<file path="src/rtl/chg_phase_ctrl.sv">
module chg_phase_ctrl #(
  parameter int TW        = 26,
  parameter int DGL_TICKS = 30,
  parameter int PRE_TICKS = 1800000,
  parameter int DIS_TICKS = 262
) (
  input  logic          clk,
  input  logic          rst_n,
  input  logic          tick,
  input  logic          pwr_good,
  input  logic          chg_en_n,
  input  logic          tmr_en,
  input  logic          bat_low,
  input  logic          bat_rch,
  input  logic          at_vreg,
  input  logic          taper,
  input  logic          ovp,
  input  logic          temp_start_ok,
  input  logic          temp_run_ok,
  input  logic [TW-1:0] fast_lim,
  output logic [1:0]    reg_mode,
  output logic          pwm_en,
  output logic          detect_en,
  output logic          dis_en,
  output logic          stat1_n,
  output logic          stat2_n
);
  localparam int DW = $clog2(DGL_TICKS + 1);
  localparam int PW = $clog2(PRE_TICKS + 1);
  localparam int SW = $clog2(DIS_TICKS + 1);

  typedef enum logic [2:0] {
    S_SLEEP, S_PRE, S_FAST, S_CV, S_DONE, S_SUSP, S_FTO, S_FOV
  } st_t;

  st_t st, nxt, rsm, tgt;
  logic          from_por, armed, tmr_q, start, dg_cond;
  logic [DW-1:0] dg_cnt;
  logic [PW-1:0] pre_cnt;
  logic [TW-1:0] fast_cnt;
  logic [SW-1:0] dis_cnt;

  wire active    = pwr_good & ~chg_en_n;
  wire tmr_rise  = tmr_en & ~tmr_q;
  wire tk_t      = tick & tmr_en;
  wire charging  = (st == S_PRE) | (st == S_FAST) | (st == S_CV);
  wire dg_fire   = dg_cond & tick & (dg_cnt == DW'(DGL_TICKS - 1));
  wire pre_fire  = tk_t & (pre_cnt == PW'(PRE_TICKS - 1));
  wire fast_fire = tk_t & (({1'b0, fast_cnt} + (TW+1)'(1)) >= {1'b0, fast_lim});

  assign tgt = bat_low ? S_PRE : S_FAST;

  always_comb begin
    case (st)
      S_PRE:   dg_cond = ~bat_low;
      S_CV:    dg_cond = taper & tmr_en;
      S_DONE:  dg_cond = bat_rch;
      default: dg_cond = 1'b0;
    endcase
  end

  always_comb begin
    nxt   = st;
    start = 1'b0;
    if (!active) nxt = S_SLEEP;
    else begin
      case (st)
        S_SLEEP: if (!from_por || bat_rch) start = 1'b1; else nxt = S_DONE;
        S_PRE: begin
          if (ovp)               nxt = S_FOV;
          else if (!temp_run_ok) nxt = S_SUSP;
          else if (pre_fire)     nxt = S_FTO;
          else if (dg_fire)      nxt = S_FAST;
        end
        S_FAST: begin
          if (ovp)               nxt = S_FOV;
          else if (!temp_run_ok) nxt = S_SUSP;
          else if (fast_fire)    nxt = S_FTO;
          else if (at_vreg)      nxt = S_CV;
        end
        S_CV: begin
          if (ovp)               nxt = S_FOV;
          else if (!temp_run_ok) nxt = S_SUSP;
          else if (fast_fire)    nxt = S_FTO;
          else if (dg_fire)      nxt = S_DONE;
        end
        S_DONE:  if (ovp) nxt = S_FOV; else if (dg_fire) start = 1'b1;
        S_SUSP:  if (temp_start_ok) nxt = rsm;
        S_FTO:   if (armed && bat_rch) start = 1'b1;
        S_FOV:   if (bat_rch) start = 1'b1;
        default: nxt = S_SLEEP;
      endcase
      if (tmr_rise && !ovp && st != S_SLEEP && st != S_FOV) start = 1'b1;
      if (start) nxt = temp_start_ok ? tgt : S_SUSP;
    end
  end

  always_ff @(posedge clk or negedge rst_n) begin
    if (!rst_n) begin
      st       <= S_SLEEP;
      rsm      <= S_PRE;
      from_por <= 1'b1;
      armed    <= 1'b0;
      tmr_q    <= 1'b0;
      dg_cnt   <= '0;
      pre_cnt  <= '0;
      fast_cnt <= '0;
      dis_cnt  <= '0;
    end else begin
      st    <= nxt;
      tmr_q <= tmr_en;

      if (!pwr_good)     from_por <= 1'b1;
      else if (chg_en_n) from_por <= 1'b0;

      if (nxt == S_SUSP && st != S_SUSP) rsm <= start ? tgt : st;

      if (nxt == S_FTO && st != S_FTO) armed <= ~bat_rch;
      else if (st == S_FTO && !bat_rch) armed <= 1'b1;

      if (nxt != st || !dg_cond) dg_cnt <= '0;
      else if (tick)             dg_cnt <= dg_cnt + DW'(1);

      if (start || nxt == S_SLEEP) pre_cnt <= '0;
      else if (st == S_PRE && nxt == S_PRE && tk_t) pre_cnt <= pre_cnt + PW'(1);

      if (start || nxt == S_SLEEP) fast_cnt <= '0;
      else if ((st == S_FAST || st == S_CV) && (nxt == S_FAST || nxt == S_CV) && tk_t)
        fast_cnt <= fast_cnt + TW'(1);

      if (nxt != S_DONE)               dis_cnt <= '0;
      else if (st == S_CV)             dis_cnt <= SW'(DIS_TICKS);
      else if (tick && dis_cnt != '0)  dis_cnt <= dis_cnt - SW'(1);
    end
  end

  always_comb begin
    case (st)
      S_PRE:   reg_mode = 2'd1;
      S_FAST:  reg_mode = 2'd2;
      S_CV:    reg_mode = 2'd3;
      default: reg_mode = 2'd0;
    endcase
  end

  assign pwm_en    = charging;
  assign stat1_n   = ~charging;
  assign stat2_n   = (st != S_DONE);
  assign detect_en = (st == S_FTO) & ~armed;
  assign dis_en    = (dis_cnt != '0);

  assert_sleep_off_R1: assert property (@(posedge clk) disable iff (!rst_n)
    !pwr_good |=> (reg_mode == 2'd0 && !pwm_en && !detect_en && !dis_en && stat1_n && stat2_n));

  assert_pre_hold_R3: assert property (@(posedge clk) disable iff (!rst_n)
    (reg_mode == 2'd1 && bat_low) |=> reg_mode != 2'd2);

  assert_discharge_start_R6: assert property (@(posedge clk) disable iff (!rst_n)
    ($fell(stat2_n) && $past(reg_mode) == 2'd3) |-> dis_en);

  assert_enable_sleep_R9: assert property (@(posedge clk) disable iff (!rst_n)
    chg_en_n |=> (!pwm_en && !detect_en));

  assert_no_term_R10: assert property (@(posedge clk) disable iff (!rst_n)
    (!tmr_en && reg_mode == 2'd3) |=> stat2_n);

  assert_ovp_off_R11: assert property (@(posedge clk) disable iff (!rst_n)
    (ovp && pwm_en) |=> !pwm_en);

  assert_detect_quiet_R12: assert property (@(posedge clk) disable iff (!rst_n)
    detect_en |-> (!pwm_en && stat1_n && stat2_n));
endmodule

</file>
<file path="config.mk">
export PLATFORM = sky130hd
export DESIGN_NAME = chg_phase_ctrl
export DESIGN_NICKNAME = d
export VERILOG_FILES = /design/src/rtl/chg_phase_ctrl.sv
export SDC_FILE = /design/constraint.sdc
export NUM_CORES = 1
export LEC_CHECK = 0
export BUFFER_PORTS_ARGS = -buffer_cell sky130_fd_sc_hd__clkbuf_2
export CAP_MARGIN = 20
export CORE_MARGIN = 10
export CORE_UTILIZATION = 51
export CTS_BUF_LIST = sky130_fd_sc_hd__clkbuf_2 sky130_fd_sc_hd__clkbuf_4 sky130_fd_sc_hd__clkbuf_8
export DETAILED_ROUTE_END_ITERATION = 16
export PLACE_DENSITY = 0.74
export REMOVE_ABC_BUFFERS = 1
export SLEW_MARGIN = 10
export SYNTH_ARGS = -nofsm -noshare
export SYNTH_HDL_FRONTEND = slang
export SYNTH_SLANG_ARGS = --single-unit
</file>
<file path="constraint.sdc">
create_clock -name clk -period 5.4 [get_ports clk]
set_input_delay 0.54 -clock clk [delete_from_list [all_inputs] [get_ports clk]]
set_output_delay 0.54 -clock clk [all_outputs]
set_load 0.02 [all_outputs]
</file>
# Word-level counts from Yosys, hierarchy flattened
# Cells that the tools add are included.
# op_classes
addsub,5
order_cmp,1
eq_ne,21
muxes,45
n_bitwise,17
n_reduce_logical,30
# ops
operator,n
$mux 3,19
$mux 26,2
$mux 21,2
$add 26x1->27 const B,1
$ge 27x26->1,1
$mux 9,3
$add 26x1->26 const B,1
$add 21x1->21 const B,1
$eq 21x21->1 const B,1
$eq 3x3->1 const B,6
$pmux 3 s6,1
$ne 3x3->1 const B,5
$eq 3x2->1 const B,4
$logic_and 1x1->1,12
$mux 1,12
$mux 5,2
$and 1x1->1,9
$reduce_bool 9->1,1
$sub 9x1->9 const B,1
$reduce_bool 2->1,4
$eq 3x1->1 const B,2
$logic_not 3->1,2
$not 1->1,6
$pmux 2 s3,1
11 further kinds,20
# totals
reg_bits,70
inputBits,39
out_inout_bits,7
elab_cells,128

# Depth between registers and ports, before layout
# depth
ltp_word,17
mapped_depth,21
depth_no_buf,19

# Worst setup path before layout
# OpenSTA, ideal clock, no wires.
# synth_path
kind,register to register
startpoint,register fast_cnt[5]
endpoint,register pre_cnt[16]
arrival_ns,4.577
path_slack_ns,0.722
stages_incl_launch_ff,21
synth_period_minus_slack_ns,4.678
cell_sequence,dfrtp_1 nand2_1 or4_1 nor3_2 and3_1 and3_1 buf_2 nand3_1 nor2_1 xor2_1 ha_1 and3_1 and3_1 a221oi_1 nand3_1 o31ai_1 a21oi_2 or4_1 buf_2 mux2i_1 nor4_1
# synth_between
elab_chain_cells,13
# synth_lines
item,line_no,text
"start, declared",40,logic [TW-1:0] fast_cnt;
"start signal, assigned",129,fast_cnt <= fast_cnt + TW'(1);
$add 26x1->27 (*),49,"wire fast_fire = tk_t & (({1'b0, fast_cnt} + (TW+1)'(1)) >= {1'b0, fast_lim});"
$ge 27x26->1 (*),49,
$and 1x1->1 (*),49,
$mux 3 (on tied branches),"84, 78",
$mux 3 (on tied branches),"83, 77",
$mux 3 (on tied branches),"82, 76",
$pmux 3 s6 (*),67,case (st)
$mux 3 (*),94,if (start) nxt = temp_start_ok ? tgt : S_SUSP;
$mux 3 (*),65,if (!active) nxt = S_SLEEP;
$eq 3x1->1,125,else if (st == S_PRE && nxt == S_PRE && tk_t) pre_cnt <= pre_cnt + PW'(1);
$logic_and 1x1->1 (2 in a row),125,
$reduce_bool 2->1 (no line),--,
"end signal, assigned",125,
"end, declared",39,logic [PW-1:0] pre_cnt;
# Every way passes the cells marked *; elsewhere a longest branch is shown, timed or not.
# A chain may end at the register's enable or synchronous reset.

# Worst setup path after layout
# layout_path
startpoint,register fast_cnt[5]
endpoint,register pre_cnt[18]
# Same word-level chain as after synthesis.

==> results.md <==
- Status: completed
- Pleak: between 2 and 3 nW
- Vias in the first global route: 4596
- Final WL: 13.1 mm
- Starting density of the core: 52.6%
- 1st-iter DRT viols: 295
- Distinct cells, synth: 61
- # DRC: 0
- Post-route cell area: slightly below 6000 sq um
- Skew-Pair Late Insertion Delay: 0.36 ns
- F_max: 197 MHz
- I/O pin cnt: 46
- Mean post-synth cell area: between 8 and 9 sq um
- CP Launch Type: flip-flop
- Clk slew on worst S/H paths: 0.08 ns
- Fraction of layout cells with a size suffix above 1: 14.7%
- Commonest cells after routing, fill and taps aside: 79 x nor2_1, 68 x dfrtp_1, 44 x clkbuf_2
- Min Tclk post-route: 5.06 ns
- Maximum number of pins on one net before global-route repair: 71
- Nets: 716
- # diodes: 0
- Total track usage: around 18%
- Non-filler cells, final: around 780
- WHS: 0.370 ns
- Commonest non-fill, non-tap cell in the layout: nor2_1
- First-pass GRT wire length: 21.9 mm
- Multi-input gate area: 3210 sq um
- WP data arrival: 5.31 ns
- Post-synth top flop: dfrtp_1
- Slew Viols, Final: 0
- Core Util, Final: around 59%
- Setup WS pre-CTS: 0.0950 ns
- Crit-path max FO: 5
- Post-CTS setup buffer count: 0
- Port Buffer Count: 45
- Maximum vdd ir drop: ~0.00013 V
- Clock sinks: 70
- YS warnings: 0
- M1 wire length: 5.93 mm
- Seq cells post-synth: 70
- Cts hold-fix bufs: 0
- Power per cell area: approximately 220 nW/um^2
- Top sig layer: met4
- H-tree depth: 3
- Period Utilization, post-route: 93.8%
- First-pass iteration count of the detailed router: 5
- Asr flop ratio synth: 100%
- Layout Area Growth over Synthesis: 11.5%
- CP endpoint kind: flip-flop
- GPL Wtd Cong: 0.944
- Maxcap violations: 0
- CTS Buffer Depth: 2
- Die width: 121 microns
- Setup Skew: 0.0125 ns
- Post-synth EDFFs: 0
- Worst-margin pin slew: 0.954 ns
- Cell area after placement: 5540 sq um
- Cell area after synthesis: 5190 sq um
- Seq. cell area: 1750 sq um
- Post_cts resized: 0
- Gr ovfl total: 0
- DRT antenna net count: 0
- Die height: between 100 and 150 microns
- DP Cell Count: roughly 770
- Cts bufs inserted: 9
- Met3 wire len: 680 microns
- PnR worst setup slack: around 0.34 ns
- Rows: 36
- Hpwl dp: around 9.6 mm
- Vias per inst: 5.89
- Full die area: 14600 sq um
- Kind of critical path: reg -> reg
- HP Class: in -> async
- CTS tree: built
- Hold Vio Cnt, Final: 0
- Post-synthesis sequential area ratio: 33.8%
- Core Area: between 9000 and 10000 sq um
- Worst slew margin: 36.2%
- WP data required: ~5.6 ns
- Cells after Synth: 603
- Total number of vias: 4617
- Clock root cell: clkbuf_8
- FILL cells: 884
- Setup Viol. Count Final: 0
- Initial antenna violation count: 0
- Met2 wire len: 6.32 mm
- WL/cell: 16.7 microns
## flip-flops by register name (all words and copies together), names as in the netlist
name,count
armed,1
dg_cnt,5
dis_cnt,9
fast_cnt,26
from_por,1
pre_cnt,21
rsm,3
st,3
tmr_q,1
## where the power goes
group / internal, W / switching (W)
clock network: 0.000224 / 0.000208
logic: 0.0000897 / 0.000170
registers: 0.000538 / 0.0000176
total: 0.000852 / 0.000396
## metrics by stage
stage               setup TNS [ns]  total power, W
CTS                              0         0.00125
global route              -0.00274         0.00130
finish                           0         0.00125
floorplan                        0        0.000719
detailed placement               0        0.000819
global placement                 0        0.000816
## critical path: stages (launching register included)
cell and delay [ns]:
dfrtp_1 0.43, nand2_1 0.15, or4_4 0.54, nor3_4 0.24, and3_1 0.23, and3_2 0.25
nand3_1 0.15, nor2_1 0.17, xnor2_1 0.16, ha_1 0.30, and3_1 0.19, and3_1 0.17
a221oi_2 0.34, nand3_1 0.19, o31ai_2 0.30, a21oi_2 0.11, or4_4 0.60, mux2i_1 0.15
nor4_1 0.27
## synth_stat cells (2+ instances only)
master    number  area share, %
nor2b_1        4           0.48
a21oi_1       28            2.7
o211ai_1       3           0.43
and4_1         7            1.2
a221oi_1       2           0.34
ha_1          31            7.5
buf_2          9           0.87
nor3_2         3           0.58
dfrtp_1       68             33
a21oi_2        2           0.34
nor4_1        17            2.0
o21ai_1        2           0.19
or3b_1         2           0.34
a31oi_1        3           0.36
and3_1        22            2.7
nand4_1       14            1.7
clkbuf_1      10           0.72
o21ai_0       11            1.1
nand4b_1      14            2.4
o311a_1        2           0.39
nor3_1        21            2.0
or4_1          8            1.2
nor2_1        79            5.7
nor4b_1        3           0.51
xnor2_1       37            6.2
and2_1         5           0.60
xor2_1        36            6.1
inv_1         43            3.1
dfstp_2        2            1.0
o211a_1        4           0.77
buf_4          3           0.43
a21o_1         7            1.0
nand2b_1       3           0.36
or2_2          4           0.48
nand2_1       30            2.2
nand3_1       28            2.7
mux2i_1        9            1.7
or3_1          4           0.48
## cell type report
type,count,share of cell area [%]
Multi-Input combinational cell,467,55.4
Inverter,44,2.85
Clock buffer,10,2.38
Timing Repair Buffer,54,5.06
Sequential cell,70,30.3
Clock inverter,6,1.06
Tap cell,133,2.88
## kinds of logic (layout without fill, tap and decap cells)
family                   after synthesis  after routing  synth area share (%)
AND/OR/NAND/NOR                      275            275                  28.7
adder cells (fa/ha/maj)               31             31                  7.47
buffers and inverters                 66            114                  5.21
multiplexers                          10             10                  1.95
flip-flops                            70             70                  33.8
XOR/XNOR                              73             73                  12.3
AO/OA/AOI/OAI                         78             78                  10.6
## path summary, 6_finish.rpt
check / slack (ns) / cells past startpoint / startpoint / endpoint
setup / recovery: 0.34 / 18 / fast_cnt[5]$_DFFE_PN0P_ / pre_cnt[18]$_DFFE_PN0P_
hold / removal: 0.37 / 2 / rst_n / fast_cnt[16]$_DFFE_PN0P_
setup reg to reg: 0.34 / 18 / fast_cnt[5]$_DFFE_PN0P_ / pre_cnt[18]$_DFFE_PN0P_
hold reg to reg: 0.49 / 2 / rsm[0]$_DFFE_PN1P_ / rsm[0]$_DFFE_PN1P_
max in group asynchronous: 4.41 / 2 / rst_n / dis_cnt[4]$_DFFE_PN0P_
min in group clk: 0.37 / 2 / chg_en_n / from_por$_DFFE_PN1P_
## routing by layer
layer | vias to the layer above | GRT usage [%]
li1 | 2232 | -
met1 | 2235 | 23.2
met2 | 129 | 29.6
met3 | 21 | 3.77
met4 | 0 | 5.05
met5 | - | 0
No activity file was read; power rests on OpenSTA's default activity.
